**config.mk**
```make
export PLATFORM = sky130hd
export DESIGN_NAME = lcd_scan_ctrl
export DESIGN_NICKNAME = d
export VERILOG_FILES = /design/src/rtl/lcd_scan_pkg.sv /design/src/rtl/lcd_scan_timer.sv /design/src/rtl/lcd_scan_addr.sv /design/src/rtl/lcd_scan_pixel.sv /design/src/rtl/lcd_scan_ctrl.sv
export SDC_FILE = /design/constraint.sdc
export NUM_CORES = 1
export LEC_CHECK = 0
export BUFFER_PORTS_ARGS = -buffer_cell sky130_fd_sc_hd__buf_2
export CORE_ASPECT_RATIO = 0.8
export CORE_MARGIN = 8
export CORE_UTILIZATION = 53
export DETAILED_ROUTE_END_ITERATION = 12
export PLACE_DENSITY = 0.76
export SETUP_SLACK_MARGIN = 0.05
export SLEW_MARGIN = 40
export SYNTH_ARGS = -nofsm -noshare
export SYNTH_HDL_FRONTEND = slang
export SYNTH_HIERARCHICAL = 1
export SYNTH_SLANG_ARGS = --single-unit
```
**constraint.sdc**
```tcl
create_clock -name clk -period 2.2 [get_ports clk]
set_input_delay 0.11 -clock clk [delete_from_list [all_inputs] [get_ports clk]]
set_output_delay 0.11 -clock clk [all_outputs]
set_load 0.02 [all_outputs]
```
**src/rtl/lcd_scan_pkg.sv**
```systemverilog
package lcd_scan_pkg;

   typedef struct packed {
      logic shift;
      logic ena;
      logic latch;
      logic fstart;
      logic ac;
   } lcd_strobe_t;

   localparam lcd_strobe_t STROBE_IDLE = '{default: 1'b0};

endpackage

```
**src/rtl/lcd_scan_timer.sv**
```systemverilog
module lcd_scan_timer
   import lcd_scan_pkg::*;
#(
   parameter int NPR     = 160,
   parameter int HALVES  = 2,
   parameter int LINES   = 100,
   parameter int ENA_DIV = 16,
   localparam int NIBS   = NPR * HALVES,
   localparam int NW     = $clog2(NIBS),
   localparam int LW     = $clog2(LINES)
)(
   input  logic          clk,
   input  logic          rst_n,
   input  logic          en,
   output logic [NW-1:0] nib_o,
   output logic [LW-1:0] line_o,
   output logic          load_o,
   output logic          line_adv_o,
   output logic          frame_wrap_o,
   output lcd_strobe_t   strb_o
);

   if (NIBS % ENA_DIV != 0) begin : g_bad_div
      $error("ENA_DIV must divide the nibbles per line");
   end
   if (LINES < 2 || NPR < 1) begin : g_bad_size
      $error("LINES must be at least 2 and NPR at least 1");
   end

   logic          ph_q;
   logic [NW-1:0] nib_q;
   logic [LW-1:0] line_q;
   logic          lp_q;
   logic          ac_q;
   logic          adv_nib, last_nib, adv_line, last_line, wrap;
   logic          ena_hit;

   assign adv_nib   = en & ph_q;
   assign last_nib  = (nib_q == NW'(NIBS - 1));
   assign adv_line  = adv_nib & last_nib;
   assign last_line = (line_q == LW'(LINES - 1));
   assign wrap      = adv_line & last_line;

   always_ff @(posedge clk or negedge rst_n) begin
      if (!rst_n) begin
         ph_q   <= 1'b0;
         nib_q  <= '0;
         line_q <= '0;
         lp_q   <= 1'b0;
         ac_q   <= 1'b0;
      end else if (!en) begin
         ph_q   <= 1'b0;
         nib_q  <= '0;
         line_q <= '0;
         lp_q   <= 1'b0;
         ac_q   <= 1'b0;
      end else begin
         ph_q <= ~ph_q;
         lp_q <= adv_line;
         if (adv_nib)
            nib_q <= last_nib ? '0 : nib_q + 1'b1;
         if (adv_line)
            line_q <= last_line ? '0 : line_q + 1'b1;
         if (wrap)
            ac_q <= ~ac_q;
      end
   end

   // enable-pulse decode: cheap bit test for a power-of-two divider
   if ((ENA_DIV & (ENA_DIV - 1)) == 0 && ENA_DIV > 1) begin : g_ena_pow2
      localparam int EW = $clog2(ENA_DIV);
      assign ena_hit = &nib_q[EW-1:0];
   end else begin : g_ena_mod
      assign ena_hit = ((nib_q % NW'(ENA_DIV)) == NW'(ENA_DIV - 1));
   end

   always_comb begin
      strb_o        = STROBE_IDLE;
      strb_o.shift  = en & ph_q;
      strb_o.ena    = en & ph_q & ena_hit;
      strb_o.latch  = en & lp_q;
      strb_o.fstart = en & (line_q == '0);
      strb_o.ac     = en & ac_q;
   end

   assign nib_o        = nib_q;
   assign line_o       = line_q;
   assign load_o       = en & ~ph_q;
   assign line_adv_o   = adv_line;
   assign frame_wrap_o = wrap;

   AST_NIB_RANGE:  assert property (@(posedge clk) disable iff (!rst_n)
      nib_q < NW'(NIBS)) else $error("nibble out of range");
   AST_LINE_RANGE: assert property (@(posedge clk) disable iff (!rst_n)
      line_q < LW'(LINES)) else $error("line out of range");
   AST_LATCH_SINGLE: assert property (@(posedge clk) disable iff (!rst_n)
      lp_q |=> !lp_q) else $error("latch longer than one cycle");

endmodule

```
**src/rtl/lcd_scan_addr.sv**
```systemverilog
module lcd_scan_addr #(
   parameter int NPR        = 160,
   parameter int LINES      = 100,
   parameter int ROW_OFFSET = 100,
   parameter bit INC_STYLE  = 1'b1,
   localparam int NIBS      = NPR * 2,
   localparam int NW        = $clog2(NIBS),
   localparam int LW        = $clog2(LINES),
   localparam int DEPTH     = (ROW_OFFSET + LINES) * NPR,
   localparam int AW        = $clog2(DEPTH)
)(
   input  logic          clk,
   input  logic          rst_n,
   input  logic          en,
   input  logic [NW-1:0] nib,
   input  logic [LW-1:0] line,
   input  logic          line_adv,
   input  logic          frame_wrap,
   output logic [AW-1:0] addr_o
);

   if (ROW_OFFSET < LINES) begin : g_bad_ofs
      $error("ROW_OFFSET must not overlap the first half rows");
   end

   logic          upper;
   logic [AW-1:0] nib_ext;
   logic [AW-1:0] addr_raw;

   assign upper   = (nib < NW'(NPR));
   assign nib_ext = AW'(nib);

   if (INC_STYLE) begin : g_inc
      // running row base replaces a line-by-NPR multiplier
      logic [AW-1:0] base_q;
      always_ff @(posedge clk or negedge rst_n) begin
         if (!rst_n)
            base_q <= '0;
         else if (!en || frame_wrap)
            base_q <= '0;
         else if (line_adv)
            base_q <= base_q + AW'(NPR);
      end
      assign addr_raw = upper ? base_q + nib_ext
                              : base_q + nib_ext + AW'(ROW_OFFSET * NPR - NPR);

      AST_BASE_TRACKS: assert property (@(posedge clk) disable iff (!rst_n)
         en |-> base_q == AW'(line) * AW'(NPR)) else $error("row base drift");
   end else begin : g_mul
      logic [AW-1:0] row_sel;
      logic [AW-1:0] col_sel;
      assign row_sel  = upper ? AW'(line) : AW'(line) + AW'(ROW_OFFSET);
      assign col_sel  = upper ? nib_ext : nib_ext - AW'(NPR);
      assign addr_raw = row_sel * AW'(NPR) + col_sel;
   end

   assign addr_o = en ? addr_raw : '0;

   AST_ADDR_RANGE: assert property (@(posedge clk) disable iff (!rst_n)
      addr_o < AW'(DEPTH)) else $error("address beyond buffer");

endmodule

```
**src/rtl/lcd_scan_pixel.sv**
```systemverilog
module lcd_scan_pixel #(
   parameter int DW = 4
)(
   input  logic          clk,
   input  logic          rst_n,
   input  logic          en,
   input  logic          load,
   input  logic [DW-1:0] d_i,
   output logic [DW-1:0] q_o
);

   if (DW < 1) begin : g_bad_dw
      $error("DW must be positive");
   end

   logic [DW-1:0] q_r;

   always_ff @(posedge clk or negedge rst_n) begin
      if (!rst_n)
         q_r <= '0;
      else if (!en)
         q_r <= '0;
      else if (load)
         q_r <= d_i;
   end

   assign q_o = en ? q_r : '0;

   AST_PIX_QUIET: assert property (@(posedge clk) disable iff (!rst_n)
      !en |-> q_o == '0) else $error("pixels while off");

endmodule

```
**src/rtl/lcd_scan_ctrl.sv**
```systemverilog
module lcd_scan_ctrl
   import lcd_scan_pkg::*;
#(
   parameter int DW         = 4,
   parameter int NPR        = 160,
   parameter int LINES      = 100,
   parameter int ROW_OFFSET = 100,
   parameter int ENA_DIV    = 16,
   parameter bit INC_STYLE  = 1'b1,
   localparam int NIBS      = NPR * 2,
   localparam int NW        = $clog2(NIBS),
   localparam int LW        = $clog2(LINES),
   localparam int AW        = $clog2((ROW_OFFSET + LINES) * NPR)
)(
   input  logic          clk,
   input  logic          rst_n,
   input  logic          disp_en_i,
   input  logic [DW-1:0] fb_data_i,
   output logic          disp_on_o,
   output logic          col_shift_o,
   output logic          col_ena_o,
   output logic          row_latch_o,
   output logic          frame_start_o,
   output logic          ac_drive_o,
   output logic [DW-1:0] pix_o,
   output logic [AW-1:0] fb_addr_o
);

   logic          en_q;
   logic [NW-1:0] nib;
   logic [LW-1:0] line;
   logic          load, line_adv, frame_wrap;
   lcd_strobe_t   strb;

   always_ff @(posedge clk or negedge rst_n) begin
      if (!rst_n) en_q <= 1'b0;
      else        en_q <= disp_en_i;
   end

   lcd_scan_timer #(
      .NPR(NPR), .HALVES(2), .LINES(LINES), .ENA_DIV(ENA_DIV)
   ) u_timer (
      .clk(clk), .rst_n(rst_n), .en(en_q),
      .nib_o(nib), .line_o(line), .load_o(load),
      .line_adv_o(line_adv), .frame_wrap_o(frame_wrap), .strb_o(strb)
   );

   lcd_scan_addr #(
      .NPR(NPR), .LINES(LINES), .ROW_OFFSET(ROW_OFFSET), .INC_STYLE(INC_STYLE)
   ) u_addr (
      .clk(clk), .rst_n(rst_n), .en(en_q), .nib(nib), .line(line),
      .line_adv(line_adv), .frame_wrap(frame_wrap), .addr_o(fb_addr_o)
   );

   lcd_scan_pixel #(.DW(DW)) u_pix (
      .clk(clk), .rst_n(rst_n), .en(en_q), .load(load),
      .d_i(fb_data_i), .q_o(pix_o)
   );

   assign disp_on_o     = en_q;
   assign col_shift_o   = strb.shift;
   assign col_ena_o     = strb.ena;
   assign row_latch_o   = strb.latch;
   assign frame_start_o = strb.fstart;
   assign ac_drive_o    = strb.ac;

   AST_IDLE_QUIET: assert property (@(posedge clk) disable iff (!rst_n)
      !disp_on_o |-> !(col_shift_o | col_ena_o | row_latch_o | frame_start_o | ac_drive_o))
      else $error("strobe while off");
   AST_SHIFT_ALTERNATES: assert property (@(posedge clk) disable iff (!rst_n)
      disp_on_o && $past(disp_on_o) |-> col_shift_o != $past(col_shift_o))
      else $error("shift clock not at half rate");
   AST_PIX_HELD: assert property (@(posedge clk) disable iff (!rst_n)
      disp_on_o && !col_shift_o && $past(col_shift_o) |-> $stable(pix_o))
      else $error("pixels moved on falling shift");
   AST_ENA_IN_SHIFT: assert property (@(posedge clk) disable iff (!rst_n)
      col_ena_o |-> col_shift_o) else $error("enable outside shift");
   AST_LATCH_AFTER_SHIFT: assert property (@(posedge clk) disable iff (!rst_n)
      row_latch_o |-> !col_shift_o && $past(col_shift_o))
      else $error("latch misplaced");
   AST_AC_AT_FRAME: assert property (@(posedge clk) disable iff (!rst_n)
      disp_on_o && $past(disp_on_o) && !$stable(ac_drive_o) |-> frame_start_o && row_latch_o)
      else $error("ac flip away from frame start");

endmodule

```
==> flow_summary.yaml <==
status:
  outcome: "finished with violations"
  violations: "setup timing"
timing:
  fin_crit_sh: 1.21
  slew_headroom: 0.577
  setup_viol: 9
  worst_pin_slew_ps: 630
  setup_ws_ps: -453
  period_minus_slack_ps: 2650
  max_freq_mhz: 377
  drv_slew: 0
  rsz0062_at_grt: "yes"
  finalHoldViolCount: 0
  fin_worst_skew_ps: 6.52
drt:
  wl_um: 7640
  dr.first_iter.drc_count: 169
  wl_per_cell_um: 17.6
  drcViolationCount: 0
  via_count: 2594
  ant_nets: 0
  first_pass_iters: 5
  via_per_inst: 5.96
worst_setup_path:
  startpoint_type: "register"
  path_buf_inv: 3
  end_kind: "output port"
  crit_path_max_incr_delay_ps: 440
  crit_arrival_ps: 2540
  crit_path_max_fanout: 6
  r2r_slack_ps: -10
  critical_path_class: "reg -> out"
  path_cells: "ha_4 -> nand3_2 -> o211ai_1 -> buf_4 -> buf_4 -> o21ai_2 -> o31ai_4 -> mux2i_2 -> buf_4"
  crit_end: "fb_addr_o[14]"
  crit_path_top_delay_cell: "dfrtp_1"
  crit_start: "u_timer/nib_o[7]"
  cp_common_cell: "buf_4"
  crit_cells: 9
  worstReg2RegEnd: "u_addr/g_inc.base_q[11]"
  r2r_cells: 8
  r2r-start: "u_timer/nib_o[7]"
  critPathTopFamily: "compound AO/OA/AOI/OAI gates"
  cp_data_required_time_ps: 2090
placement:
  routabilityCongestion: 0.876
  dp_cells: 417
  portBuffers: 31
  dp_hpwl_um: 4510
synth:
  synth_fp_nets: 317
  synthTopCellsByArea: "dfrtp_1, and2_1, ha_1"
  synth_ff_type: "dfrtp_1"
  yosys_warnings: 6
  synth_edf_count: 0
  yosysSeqAreaShare: 0.322
  synth_seq_cells: 34
  async_flop_share: 1.00
  avgSynthCellArea_sq_um: 8.82
  syn-cell-area_sq_um: 2650
  synth.distinct_cells: 60
  syn_inst: 300
  yosysTopAreaCell: "dfrtp_1"
  synth_top_area_share: 0.322
global_routing:
  grt.met1_usage: 0.235
  grtUsageMet2: 0.294
  use_met3: 0.0414
  busiest_layer: "met2"
  grt_max_degree: 52
  grt_pass1_vias: 2374
  grt_use_total: 0.183
  antenna_found_initial: 0
  overflow: 0
  grt_pass1_wl_um: 11200
pwr:
  vdd_ir_drop_max_v: 0.000277
  switching_share: 0.256
  pwr-share-seq: 0.534
  p_per_area_nw_per_um2: 335
  power_mw: 1.20
  p_sw_mw: 0.306
  p_comb_frac: 0.089
  pwr-share-clk: 0.377
  intPower_mw: 0.891
  power_leakage_nw: 1.81
final_layout:
  layout_commonest_cell: "buf_4"
  regArea_sq_um: 852
  final_nets: 390
  layoutNonFillerInstCount: 435
  final_cell_mix: "buf_4, dfrtp_1, nand2_1, buf_2, and2_1"
  n_antenna_cell: 0
  multi_input_area_sq_um: 1950
  fill_cells: 328
  syn_to_final_growth_pct: 35.2
  drive_gt1_frac: 0.375
floorplan:
  die_h_um: 79.2
  io_pins: 32
  rows: 23
  dieArea_sq_um: 7520
  core_area_sq_um: 4920
  die_w_um: 95.0
  initial_utilization: 0.538
cts:
  htree_levels: 2
  clk-insertion-delay-late_ps: 290
  cts.path.max_buffers: 2
  clock-root-buffer: "clkbuf_8"
  clock_sinks: 34
  clk_pin_slew_ps: 70
  cts_tree: "done"
  cts_inserted_buffers: 5
flow_run:
  cap_viol_max_count: 0
hold_path:
  holdCritPathClass: "in -> reg"
[how the worst min path moves through the flow]
stage / from / cells past startpoint / end / slack, ps
finish: fb_data_i[3] / 3 / u_pix/q_r[3] / 90
global route: fb_data_i[0] / 3 / u_pix/q_r[0] / 130
CTS: fb_data_i[3] / 3 / u_pix/q_r[3] / 90
detailed placement: disp_en_i / 1 / disp_on_o / 230
global placement: disp_en_i / 1 / disp_on_o / 220
floorplan: rst_n / 0 / disp_on_o / -190
[flip-flops by register name, indices dropped and copies added, names as in the netlist]
signal               cells
u_addr/g_inc.base_q     10
u_timer/nib_o            9
u_timer/line_o           7
u_pix/q_r                4
disp_on_o                1
u_timer/ac_q             1
u_timer/lp_q             1
u_timer/ph_q             1
[cell usage after synthesis, drive strengths merged (3+ instances only)]
| library cell | number |
|---|---|
| dfrtp | 34 |
| o21ai | 10 |
| o22ai | 4 |
| o211ai | 3 |
| xor2 | 13 |
| nor3 | 6 |
| a21o | 4 |
| nand2 | 28 |
| nor2b | 12 |
| ha | 10 |
| and2b | 3 |
| nor2 | 20 |
| inv | 8 |
| nand3 | 15 |
| xnor2 | 13 |
| and3 | 10 |
| a21boi | 3 |
| nand4 | 5 |
| o21a | 3 |
| clkbuf | 10 |
| mux2i | 8 |
| and2 | 23 |
| a21oi | 13 |
| buf | 7 |
| or3 | 4 |
[logic make-up (layout without fill, tap and decap cells)]
| family | Yosys count | count (layout) | synth area share |
|---|---|---|---|
| AND/OR/NAND/NOR | 139 | 139 | 0.304 |
| AO/OA/AOI/OAI | 56 | 56 | 0.144 |
| flip-flops | 34 | 34 | 0.322 |
| XOR/XNOR | 26 | 26 | 0.0861 |
| buffers and inverters | 25 | 98 | 0.0596 |
| adder cells (fa/ha/maj) | 10 | 10 | 0.0473 |
| multiplexers | 9 | 9 | 0.0360 |
| other | 1 | 1 | 0.00142 |
[tightest hold or removal path, stage by stage]
cell and delay [ps]:
buf_2 70, mux2i_1 50, nor2b_1 100
[power by group through the flow]
stage | registers [mW] | logic, mW | clock network [mW]
2_1_floorplan | 0.655 | 0.0544 | 0
3_3_place_gp | 0.651 | 0.0970 | 0
3_5_place_dp | 0.651 | 0.0995 | 0
4_1_cts | 0.639 | 0.104 | 0.455
5_1_grt | 0.640 | 0.117 | 0.486
6_report | 0.639 | 0.106 | 0.451
[timing repair]
action                                  CTS  global route
pin swaps                                 8            12
gates resized for setup                  31            31
endpoints found under the setup margin   11            15
cloned                                    0             0
hold buffers                              2             0
buffers inserted                          6             3
endpoints found under the hold margin    35             0
[per-layer routing]
metal	wire length (um)	vias to the layer above
met5	0	-
met4	110	0
met3	689	19
met2	3680	153
met1	3160	1222
li1	-	1200
[through the flow]
stage	TNS (ps)	hold WS, ps	util	setup WS (ps)	cell area (sq um)
3_5_place_dp	-1070	225	0.627	-269	3090
2_1_floorplan	-63.3	-186	-	-63.3	2670
4_1_cts	-2010	88.9	0.690	-373	3390
5_1_grt	-3440	132	0.727	-524	3580
3_3_place_gp	-695	220	0.627	-159	3090
6_report	-2750	93.5	0.727	-453	3580
[final cells by class]
type | instances | share of cell area
tap | 62 | 0.0217
multi-input combinational | 241 | 0.546
clock buffer | 6 | 0.0203
clock inverter | 1 | 0.00210
sequential | 34 | 0.238
inverter | 8 | 0.00840
timing repair buffer | 83 | 0.163
Power figures use the tool's default switching activity.
